===== src/rtl/ide_rt_pkg.sv =====
// Shared constants for the IDE window router.
// Assumes five decoder slots in the fixed order used by the controller.
package ide_rt_pkg;
    localparam int NUM_SLOTS   = 5;
    localparam int SLOT_W      = 3;
    localparam int STROBE_W    = NUM_SLOTS;
    localparam int SIZE_W      = 3;
    localparam int CMD_W       = 16;
    localparam int BM_EN_BIT   = 2;
    localparam int CMD_WIN     = 8;
    localparam int CTL_WIN     = 4;
    localparam int BM_BLK      = 8;
    localparam int BM_WIN      = 2 * BM_BLK;

    typedef enum logic [SLOT_W-1:0] {
        SLOT_PCMD = 3'd0,
        SLOT_PCTL = 3'd1,
        SLOT_SCMD = 3'd2,
        SLOT_SCTL = 3'd3,
        SLOT_BM   = 3'd4
    } slot_e;

    // Window size in bytes for a slot index.
    function automatic int win_bytes(input int idx);
        case (idx)
            0:       return CMD_WIN;
            1:       return CTL_WIN;
            2:       return CMD_WIN;
            3:       return CTL_WIN;
            4:       return BM_WIN;
            default: return 0;
        endcase
    endfunction
endpackage


===== src/rtl/ide_rt_legal.sv =====
// Legality check: decodes the slot into a one-hot hit vector qualified by
// the window bound of each slot, and checks the access size.
// Assumes OFS_W is wide enough to hold the largest window size.
module ide_rt_legal #(
    parameter int OFS_W = 6
) (
    input  logic                                 hit,
    input  logic [ide_rt_pkg::SLOT_W-1:0]        slot,
    input  logic [OFS_W-1:0]                     offset,
    input  logic [ide_rt_pkg::SIZE_W-1:0]        size,
    output logic [ide_rt_pkg::STROBE_W-1:0]      slot_ok,
    output logic                                 size_ok
);
    // One comparator per slot, each with its own window bound.
    for (genvar i = 0; i < ide_rt_pkg::NUM_SLOTS; i++) begin : g_slot
        localparam logic [OFS_W:0] LIM = (OFS_W+1)'(ide_rt_pkg::win_bytes(i));
        localparam logic [ide_rt_pkg::SLOT_W-1:0] IDX = ide_rt_pkg::SLOT_W'(i);
        assign slot_ok[i] = hit && (slot == IDX) && ({1'b0, offset} < LIM);
    end

    // Only byte, half-word and word accesses are legal.
    always_comb begin
        size_ok = (size == 3'd1) || (size == 3'd2) || (size == 3'd4);
    end
endmodule


===== src/rtl/ide_rt_remap.sv =====
// Offset adjustment per target: a shift on primary command, an additive
// offset on primary control, a pass-through on secondary, and a split
// with rebase on the bus-master file.
// Assumes CTRL_OFS plus the control window fits in OFS_W bits.
module ide_rt_remap #(
    parameter int OFS_W    = 6,
    parameter int IO_SHIFT = 1,
    parameter int CTRL_OFS = 2
) (
    input  logic [ide_rt_pkg::STROBE_W-1:0] slot_ok,
    input  logic [OFS_W-1:0]                offset,
    output logic [OFS_W-1:0]                fwd_offset,
    output logic                            bm_chan
);
    localparam logic [OFS_W-1:0] BLK = OFS_W'(ide_rt_pkg::BM_BLK);
    localparam logic [OFS_W-1:0] ADD = OFS_W'(CTRL_OFS);

    logic upper_half;

    // Bus-master split point between the two channel blocks.
    always_comb begin
        upper_half = (offset >= BLK);
    end

    // Select the adjusted offset for whichever slot is hit.
    always_comb begin
        fwd_offset = '0;
        bm_chan    = 1'b0;
        if (slot_ok[ide_rt_pkg::SLOT_PCMD]) begin
            fwd_offset = offset >> IO_SHIFT;
        end else if (slot_ok[ide_rt_pkg::SLOT_PCTL]) begin
            fwd_offset = offset + ADD;
        end else if (slot_ok[ide_rt_pkg::SLOT_SCMD] || slot_ok[ide_rt_pkg::SLOT_SCTL]) begin
            fwd_offset = offset;
        end else if (slot_ok[ide_rt_pkg::SLOT_BM]) begin
            bm_chan    = upper_half;
            fwd_offset = upper_half ? (offset - BLK) : offset;
        end
    end
endmodule


===== src/rtl/ide_rt_gate.sv =====
// Final gating: removes strobes on an illegal size and drops bus-master
// writes while bus mastering is disabled. Reports an error when the
// access is illegal.
// Assumes slot_ok is one-hot or zero.
module ide_rt_gate (
    input  logic [ide_rt_pkg::STROBE_W-1:0] slot_ok,
    input  logic                            size_ok,
    input  logic                            write,
    input  logic                            bm_enable,
    output logic [ide_rt_pkg::STROBE_W-1:0] strobe,
    output logic                            err
);
    logic any_slot;
    logic drop_bm;

    // Error when the access is outside all windows or badly sized.
    always_comb begin
        any_slot = |slot_ok;
        err      = !any_slot || !size_ok;
    end

    // Suppress the bus-master strobe for writes with mastering off.
    always_comb begin
        drop_bm = write && !bm_enable;
        strobe  = size_ok ? slot_ok : '0;
        if (drop_bm) begin
            strobe[ide_rt_pkg::SLOT_BM] = 1'b0;
        end
    end
endmodule


===== src/rtl/ide_win_router.sv =====
// IDE register window router top. Combines the legality check, offset
// remap and gating, and registers the outcome into a one-cycle response.
// Assumes at most one request per cycle. Every request completes on the
// next cycle.
module ide_win_router #(
    parameter int OFS_W    = 6,
    parameter int IO_SHIFT = 1,
    parameter int CTRL_OFS = 2
) (
    input  logic              clk,
    input  logic              rst_n,
    input  logic              req_valid,
    input  logic              req_hit,
    input  logic [2:0]        req_slot,
    input  logic [OFS_W-1:0]  req_offset,
    input  logic [2:0]        req_size,
    input  logic              req_write,
    input  logic [15:0]       pci_cmd,
    output logic              rsp_valid,
    output logic              rsp_err,
    output logic [4:0]        tgt_strobe,
    output logic              tgt_write,
    output logic [2:0]        tgt_size,
    output logic              tgt_chan,
    output logic [OFS_W-1:0]  tgt_offset
);
    import ide_rt_pkg::*;

    logic [STROBE_W-1:0] slot_ok;
    logic                size_ok;
    logic [OFS_W-1:0]    fwd_offset;
    logic                bm_chan;
    logic [STROBE_W-1:0] strobe_c;
    logic                err_c;
    logic                routed;

    ide_rt_legal #(.OFS_W(OFS_W)) u_legal (
        .hit     (req_hit),
        .slot    (req_slot),
        .offset  (req_offset),
        .size    (req_size),
        .slot_ok (slot_ok),
        .size_ok (size_ok)
    );

    ide_rt_remap #(.OFS_W(OFS_W), .IO_SHIFT(IO_SHIFT), .CTRL_OFS(CTRL_OFS)) u_remap (
        .slot_ok    (slot_ok),
        .offset     (req_offset),
        .fwd_offset (fwd_offset),
        .bm_chan    (bm_chan)
    );

    ide_rt_gate u_gate (
        .slot_ok   (slot_ok),
        .size_ok   (size_ok),
        .write     (req_write),
        .bm_enable (pci_cmd[BM_EN_BIT]),
        .strobe    (strobe_c),
        .err       (err_c)
    );

    // True when the access actually reaches a target this cycle.
    always_comb begin
        routed = req_valid && (|strobe_c);
    end

    // Register the response and forwarded fields; zero everything not routed.
    always_ff @(posedge clk) begin
        if (!rst_n) begin
            rsp_valid  <= 1'b0;
            rsp_err    <= 1'b0;
            tgt_strobe <= '0;
            tgt_write  <= 1'b0;
            tgt_size   <= '0;
            tgt_chan   <= 1'b0;
            tgt_offset <= '0;
        end else begin
            rsp_valid  <= req_valid;
            rsp_err    <= req_valid && err_c;
            tgt_strobe <= routed ? strobe_c : '0;
            tgt_write  <= routed && req_write;
            tgt_size   <= routed ? req_size : '0;
            tgt_chan   <= routed && bm_chan;
            tgt_offset <= routed ? fwd_offset : '0;
        end
    end
endmodule


===== config.mk =====
export PLATFORM = sky130hd
export DESIGN_NAME = ide_win_router
export DESIGN_NICKNAME = d
export VERILOG_FILES = /design/src/rtl/ide_rt_pkg.sv /design/src/rtl/ide_rt_legal.sv /design/src/rtl/ide_rt_remap.sv /design/src/rtl/ide_rt_gate.sv /design/src/rtl/ide_win_router.sv
export SDC_FILE = /design/constraint.sdc
export NUM_CORES = 1
export LEC_CHECK = 0
export ABC_CLOCK_PERIOD_IN_PS = 1200
export BUFFER_PORTS_ARGS = -buffer_cell sky130_fd_sc_hd__buf_4
export CORE_ASPECT_RATIO = 0.8
export CORE_MARGIN = 4
export CORE_UTILIZATION = 37
export DETAILED_ROUTE_END_ITERATION = 10
export PLACE_DENSITY = 0.77
export SKIP_LAST_GASP = 1
export SYNTH_ARGS = -nofsm -noshare
export SYNTH_HDL_FRONTEND = slang
export SYNTH_SLANG_ARGS = --single-unit

===== constraint.sdc =====
create_clock -name clk -period 1.2 [get_ports clk]
set_clock_uncertainty 0.2 [all_clocks]
set_input_delay 0.06 -clock clk [delete_from_list [all_inputs] [get_ports clk]]
set_output_delay 0.06 -clock clk [all_outputs]
set_load 0.02 [all_outputs]

==> impl_metrics.env, run 1 <==
export IMPL_routed_wl_um=2705
export IMPL_ios=51
export IMPL_first_pass_iters=4
export IMPL_synthFlopType="dfxtp_1"
export IMPL_synth_top_area_share_pct=43.70
export IMPL_yosysWarnings=0
export IMPL_path_clk_slew_ns=0.11
export IMPL_num_vias=878
export IMPL_max_freq_mhz=878.9
export IMPL_synth_xor_area_share_pct=3.187
export IMPL_hpwl_um=1883
export IMPL_clkSinkCount=18
export IMPL_path_buf_inv=1
export IMPL_ant_nets=0
export IMPL_finalHoldViolCount=6
export IMPL_synth_compound_area_share_pct=12.59
export IMPL_synth_edf_count=0
export IMPL_crit_family="compound AO/OA/AOI/OAI gates"
export IMPL_worst_pin_slew_ns=0.3792
export IMPL_finalCritPeriodShare_pct=94.82
export IMPL_grt_max_degree=11
export IMPL_synth_mux_area_share_pct=1.214
export IMPL_initial_utilization_pct=41.29
export IMPL_wl_per_cell_um=15.20
export IMPL_synth_top_family_by_area="simple AND/OR/NAND/NOR gates"
export IMPL_irDropWorstVdd_mv=0.4842
export IMPL_fin_crit_ns=1.138
export IMPL_viasPerCell=4.933
export IMPL_diodes=0
export IMPL_cts_tree="yes"
export IMPL_fin_cells=178
export IMPL_crit_end="tgt_offset[3]"
export IMPL_status="finished with violations"
export IMPL_endpoint_kind="flop"
export IMPL_cap_violations=0
export IMPL_die_y_um=50.22
export IMPL_synth_area_sq_um=824.5
export IMPL_remaining_drc_errors=0
export IMPL_final_layout_size_suffix_gt1_share_pct=45.45
export IMPL_synthToLayoutAreaGrowth_pct=71.47
export IMPL_tns_ns=0
export IMPL_seq_area_frac_synth_pct=43.70
export IMPL_drv_slew=0
export IMPL_syn_inst=86
export IMPL_worstHoldStart="req_write"
export IMPL_io_buffer_count=35
export IMPL_die_x_um=60.78
export IMPL_hp_class="input pin to flop"
export IMPL_synthesis_nets=124
export IMPL_holdWs_ns=-0.2414
export IMPL_cts_buffer_depth=2
export IMPL_cp_max_fo=4
export IMPL_path_cells="buf_4 > xor2_1 > o211ai_1 > a221o_1 > a211oi_2"
export IMPL_dp_cells=165
export IMPL_path_depth=5
export IMPL_p_leak_uw=0.0006448
export IMPL_crit_type="input pin to flop"
export IMPL_failed_checks="negative hold slack"
export IMPL_total_power_uw=1222
export IMPL_critical_path_required_ns=1.24
export IMPL_overflow=0
export IMPL_place_congestion=0.8563
export IMPL_ys_ff_latch=18
export IMPL_relSlewSlack_pct=74.72
export IMPL_antenna_found_initial=0
export IMPL_async_flop_share_pct=0
export IMPL_nets=193
export IMPL_cts_setup_buffers=0
export IMPL_cts_root_buf="clkbuf_4"
export IMPL_dieArea_sq_um=3052
export IMPL_critPathSlowestCell="a221o_1"
export IMPL_p_per_area_nw_per_um2=864.6
export IMPL_rsz0062_at_grt="true"
export IMPL_rows=14
export IMPL_synthTopCellsByArea="dfxtp_1 (44%), ha_1 (7.6%), and2_1 (6.1%)"
export IMPL_drtIter0Drc=20
export IMPL_grt_first_pass_wirelength_um=4326
export IMPL_synth_adder_area_share_pct=7.587
export IMPL_max_stage_delay_ns=0.38
export IMPL_grt_pass1_vias=893
export IMPL_yosysTopAreaCell="dfxtp_1"
export IMPL_synthSimpleGateAreaFrac_pct=29.89
export IMPL_numCtsBuffers=3
export IMPL_crit_start="req_size[0]"
export IMPL_syn_avg_cell_area_sq_um=9.588
export IMPL_ys_types=30
export IMPL_grt_usage_pct=19.44
export IMPL_critPathLaunchType="input pin"
export IMPL_final_setup_viol_count=0
export IMPL_cts_htree_levels=1
export IMPL_cp_arrival_ns=1.17
export IMPL_placeableCoreArea_sq_um=1997
export IMPL_hold_buffers=9
power breakdown:
group,internal (uW),switching [uW]
combinational,127,101
clock,185,207
sequential,601,1.06
cells in the final DEF (no fill, tap or decap), drive strengths merged:
cell and instances:
a211oi 2, a21oi 3, clkbuf 4, and2 8, o21ai 2, a32oi 1, o211ai 2, dfxtp 18
mux2i 1, nand3 4, nor3b 3, nand2b 2, a21o 1, or3b 1, buf 55, o221ai 1
nor4 1, inv 4, or2 2, and3 1, ha 5, dlygate4sd3 9, xor2 2, xnor2 1
nor3 2, a211o 1, nor2 10, a221o 1, nand2 7
synth_stat cells, types with 2 or more instances:
cell type	count
a21oi_1	3
and2_1	8
dfxtp_1	18
ha_1	5
inv_1	4
nand2_1	7
nand2b_1	2
nand3_1	4
nor2_1	10
nor3b_1	2
o211ai_1	2
o21ai_0	2
xor2_1	2
layout make-up:
cell class	count	area [sq um]
fill	138	583.1
inverter	4	15.01
tap	24	30.03
sequential	18	360.3
timing repair buffer	64	503.0
multi-input combinational	64	469.2
clock buffer	4	36.28
layer usage:
layer	GRT usage [%]	up-vias	share of wire, %	wire length (um)
li1	-	434	-	-
met1	23.27	405	42	1133
met2	32.21	34	51	1386
met3	3.333	5	5.0	135
met4	11.19	0	1.8	49
met5	0	-	0	0
worst min path at each step:
stage	slack, ns	end	cells past startpoint
3_5_place_dp	0.08	tgt_write	2
3_3_place_gp	0.08	tgt_write	2
2_1_floorplan	-0.07	tgt_strobe[2]	1
5_1_grt	-0.25	tgt_write	2
6_report	-0.24	tgt_write	2
4_1_cts	-0.23	tgt_write	2
repair_timing:
action	CTS	global route
endpoints found under the hold margin	14	6
endpoints found under the setup margin	0	14
gates resized for setup	0	4
flip-flops by register name, summed over array words and instances (netlist names):
signal	cells
tgt_size	3
rsp_err	1
tgt_write	1
tgt_chan	1
tgt_offset	6
tgt_strobe	5
rsp_valid	1
cells by family after synthesis:
family | Yosys count
muxes | 1
adders and majority gates | 5
DFF | 18
xor gates and xnor gates | 3
AOI/OAI and AO/OA | 14
and+or+nand+nor | 41
buffers and inverters | 4
stage by stage:
step                util [%]  cell area [sq um]  setup WS [ns]
detailed placement     64.22               1282        -0.3001
floorplan                  -              839.6        -0.1012
global placement       64.22               1282        -0.2728
finish                 70.80               1414        0.06220
global route           70.80               1414      -0.003416
CTS                    70.55               1409        0.01024
No activity file was read; power rests on OpenSTA's default activity.
==> run 2, diff against run 1 <==
Settings changed: ABC_CLOCK_PERIOD_IN_PS 1200 to 1300, CORE_UTILIZATION 37 to 41, PLACE_DENSITY 0.77 to 0.81.
Clock period 1.2 ns to 1.3 ns, I/O delays scaled along.
==> impl_metrics.env, run 2 (same netlist as run 1, synthesis figures left out) <==
export IMPL_die_x_um=58.14
export IMPL_top_regs="tgt_offset x6, tgt_strobe x5, tgt_size x3"
export IMPL_diodes=0
export IMPL_status="finished with violations"
export IMPL_failed_checks="negative hold slack"
export IMPL_final_layout_size_suffix_gt1_share_pct=42.68
export IMPL_dieArea_sq_um=2797
export IMPL_cts_root_buf="clkbuf_4"
export IMPL_rows=14
export IMPL_finalCritPeriodShare_pct=95.33
export IMPL_fin_cells=181
export IMPL_fin_crit_ns=1.239
export IMPL_grt_max_degree=11
export IMPL_final_common_cell="buf_4"
export IMPL_grt_usage_pct=18.87
export IMPL_place_congestion=0.8202
export IMPL_critical_path_required_ns=1.32
export IMPL_cap_violations=0
export IMPL_ant_nets=0
export IMPL_routed_wl_um=2487
export IMPL_grt_first_pass_wirelength_um=3933
export IMPL_viasPerCell=5.033
export IMPL_final_setup_viol_count=0
export IMPL_max_stage_delay_ns=0.41
export IMPL_drv_slew=0
export IMPL_setup_ws_ns=0.06068
export IMPL_initial_utilization_pct=43.58
export IMPL_holdWs_ns=-0.02396
export IMPL_cts_tree="yes"
export IMPL_remaining_drc_errors=0
export IMPL_rsz0062_at_grt="true"
export IMPL_drtIter0Drc=25
export IMPL_path_clk_slew_ns=0.10
export IMPL_irDropWorstVdd_mv=0.5096
export IMPL_cts_htree_levels=1
export IMPL_critPathLaunchType="input pin"
export IMPL_numCtsBuffers=3
export IMPL_cp_arrival_ns=1.26
export IMPL_wl_per_cell_um=13.74
export IMPL_io_buffer_count=35
export IMPL_p_leak_uw=0.0006593
export IMPL_crit_type="input pin to flop"
export IMPL_relSlewSlack_pct=76.98
export IMPL_nets=196
export IMPL_overflow=0
export IMPL_max_freq_mhz=806.9
export IMPL_top_register="tgt_offset"
export IMPL_hp_class="input pin to flop"
export IMPL_mostFrequentLayoutCells="buf_4 (55), dfxtp_1 (18), dlygate4sd3_1 (12)"
export IMPL_largest_reg_flops=6
export IMPL_hpwl_um=1788
export IMPL_cp_max_fo=4
export IMPL_die_y_um=48.11
export IMPL_ios=51
export IMPL_worst_pin_slew_ns=0.3438
export IMPL_first_pass_iters=4
export IMPL_grt_pass1_vias=866
export IMPL_finalHoldViolCount=1
export IMPL_pre_cts_ws_ns=-0.2726
export IMPL_clkSinkCount=18
export IMPL_dp_cells=163
export IMPL_num_vias=911
export IMPL_path_cells="buf_4 > or3b_4 > nor4_4 > nand2_1 > a211oi_2"
export IMPL_critPathSlowestCell="or3b_4"
export IMPL_antenna_found_initial=0
export IMPL_cts_buffer_depth=2
export IMPL_placeableCoreArea_sq_um=1892
export IMPL_endpoint_kind="flop"
export IMPL_synthToLayoutAreaGrowth_pct=73.90
export IMPL_p_per_area_nw_per_um2=771.2
==> run 2: cell types whose count changed in the layout (fill, tap and decap cells not counted), sizes merged <==
cell / before / now
dlygate4sd3: 9 / 12
==> run 2: per-stage QoR <==
stage          area (sq um)    TNS, ns  power (uW)  util, %
2_1_floorplan         824.5  -0.006155       626.1        -
3_3_place_gp           1252     -1.281       729.9    66.20
3_5_place_dp           1252     -1.999       737.2    66.20
4_1_cts                1409          0        1088    74.47
5_1_grt                1434   -0.03398        1150    75.79
6_report               1434          0        1106    75.79
==> run 2: final cells by class <==
cell class | instances | area, sq um
Fill cell | 129 | 457.9
Tap cell | 24 | 30.03
Clock buffer | 4 | 36.28
Multi-Input combinational cell | 64 | 459.2
Sequential cell | 18 | 360.3
Timing Repair Buffer | 67 | 533.0
Inverter | 4 | 15.01
==> run 2: final timing paths <==
check                       end  cells past startpoint     startpoint  slack (ns)
hold / removal    tgt_strobe[4]                      5    req_slot[1]       -0.02
setup / recovery  tgt_offset[3]                      5  req_offset[5]        0.06
==> run 2: power breakdown <==
group | internal (uW) | switching (uW) | leakage [uW]
Sequential | 555 | 1.17 | 0.000145
Combinational | 118 | 87.6 | 0.000493
Clock | 171 | 173 | 0.0000210
Total | 844 | 262 | 0.000659
==> run 2: timing repair <==
item	4_1_cts	5_1_grt
gates resized for setup	0	3
hold buffers	12	0
hold endpoints to repair	12	0
setup endpoints to repair	0	3
setup buffers	0	2
==> run 2: worst max-delay path, delay by kind of cell <==
kind	cells	cell delay (ns)
compound gates	1	0.18
simple gates	3	0.88
buf+inv	1	0.13
==> run 2: per-layer routing <==
metal	track usage, %	wire (um)
met3	2.116	171
met1	22.29	1017
met4	10.19	65
met5	0	0
met2	34.91	1232
==> run 3, diff against run 2 <==
Settings changed: ABC_CLOCK_PERIOD_IN_PS 1300 to 1600, CORE_UTILIZATION 41 to 44, PLACE_DENSITY 0.81 to 0.86.
Clock period 1.3 ns to 1.6 ns, I/O delays scaled along.
==> impl_metrics.env, run 3 (same netlist as run 1, synthesis figures left out) <==
export IMPL_status="finished with violations"
export IMPL_failed_checks="negative hold slack"
export IMPL_mostFrequentLayoutCells="buf_4 (40), dfxtp_1 (18), nor2_1 (10)"
export IMPL_endpoint_kind="flop"
export IMPL_routed_wl_um=2850
export IMPL_final_setup_viol_count=0
export IMPL_viasPerCell=5.607
export IMPL_antenna_found_initial=0
export IMPL_grt_first_pass_wirelength_um=3774
export IMPL_critPathLaunchType="input pin"
export IMPL_final_layout_size_suffix_gt1_share_pct=42.55
export IMPL_overflow=0
export IMPL_final_common_cell="buf_4"
export IMPL_hp_class="input pin to flop"
export IMPL_cts_tree="yes"
export IMPL_synthToLayoutAreaGrowth_pct=64.34
export IMPL_wl_per_cell_um=17.48
export IMPL_grt_pass1_vias=844
export IMPL_die_x_um=56.40
export IMPL_max_freq_mhz=641.3
export IMPL_worstHoldStart="req_size[2]"
export IMPL_cts_root_buf="clkbuf_4"
export IMPL_holdWs_ns=-0.1518
export IMPL_cts_htree_levels=1
export IMPL_hpwl_um=1537
export IMPL_initial_utilization_pct=48.74
export IMPL_grt_max_degree=10
export IMPL_dieArea_sq_um=2635
export IMPL_clkSinkCount=18
export IMPL_place_congestion=0.8005
export IMPL_irDropWorstVdd_mv=0.3912
export IMPL_ant_nets=0
export IMPL_first_pass_iters=4
export IMPL_io_buffer_count=35
export IMPL_cp_arrival_ns=1.58
export IMPL_cp_max_fo=4
export IMPL_top_register="tgt_offset"
export IMPL_rsz0062_at_grt="false"
export IMPL_cap_violations=0
export IMPL_p_per_area_nw_per_um2=622.6
export IMPL_drtIter0Drc=48
export IMPL_pre_cts_ws_ns=0.006945
export IMPL_path_clk_slew_ns=0.10
export IMPL_p_leak_uw=0.0006189
export IMPL_grt_usage_pct=19.21
export IMPL_diodes=0
export IMPL_fin_crit_ns=1.559
export IMPL_worst_pin_slew_ns=0.5719
export IMPL_ios=51
export IMPL_rows=13
export IMPL_top_regs="tgt_offset x6, tgt_strobe x5, tgt_size x3"
export IMPL_setup_ws_ns=0.04074
export IMPL_remaining_drc_errors=0
export IMPL_num_vias=914
export IMPL_crit_type="input pin to flop"
export IMPL_drv_slew=0
export IMPL_tns_ns=0
export IMPL_placeableCoreArea_sq_um=1692
export IMPL_finalCritPeriodShare_pct=97.45
export IMPL_nets=181
export IMPL_largest_reg_flops=6
export IMPL_die_y_um=46.72
export IMPL_relSlewSlack_pct=61.79
export IMPL_numCtsBuffers=3
export IMPL_finalHoldViolCount=3
export IMPL_crit_start="req_write"
export IMPL_critical_path_required_ns=1.62
export IMPL_cts_buffer_depth=2
## run 3: final timing paths
check	end	slack, ns	cells after the start
worst max-delay path	tgt_offset[3]	0.04	6
worst min-delay path	tgt_size[2]	-0.15	2
## run 3: cell type report
type / instances / area (sq um)
fill: 98 / 336.6
tap: 22 / 27.53
timing repair buffer: 52 / 427.9
clock buffer: 3 / 22.52
sequential: 18 / 360.3
multi-input combinational: 64 / 501.7
inverter: 4 / 15.01
## run 3: per-layer routing
layer	routed length (um)	track usage [%]	vias up
li1	-	-	414
met1	989	21.26	414
met2	1455	34.73	71
met3	281	3.361	15
met4	124	13.74	0
met5	0	0	-
## run 3: power breakdown
part,switching [uW],internal [uW]
Clock,140,87.9
Combinational,79.8,84.0
Sequential,0.836,451
## run 3: worst max-delay path, cell delays in order
cell and delay [ns]:
dlygate4sd3_1 0.53, buf_4 0.14, nand2b_4 0.07, nand3_4 0.10
a221o_1 0.43, a211oi_2 0.22
## run 3: per-stage QoR
| step | instance area (sq um) | total power (uW) | utilization (%) | cells | hold WS (ns) |
|---|---|---|---|---|---|
| after floorplan | 824.5 | 508.7 | - | 86 | -0.04762 |
| after global placement | 1145 | 573.8 | 67.68 | 147 | 0.09695 |
| after detailed placement | 1145 | 578.2 | 67.68 | 147 | 0.1046 |
| after CTS | 1277 | 811.6 | 75.52 | 161 | -0.1887 |
| after global routing | 1355 | 873.5 | 80.10 | 163 | -0.1009 |
| final | 1355 | 843.6 | 80.10 | 163 | -0.1518 |
## run 3: timing repair
item / in CTS / in global routing
setup endpoints to repair: 0 / 14
gates resized for setup: 0 / 17
endpoints found under the hold margin: 15 / 6
buffers inserted: 0 / 3
hold buffers: 11 / 2
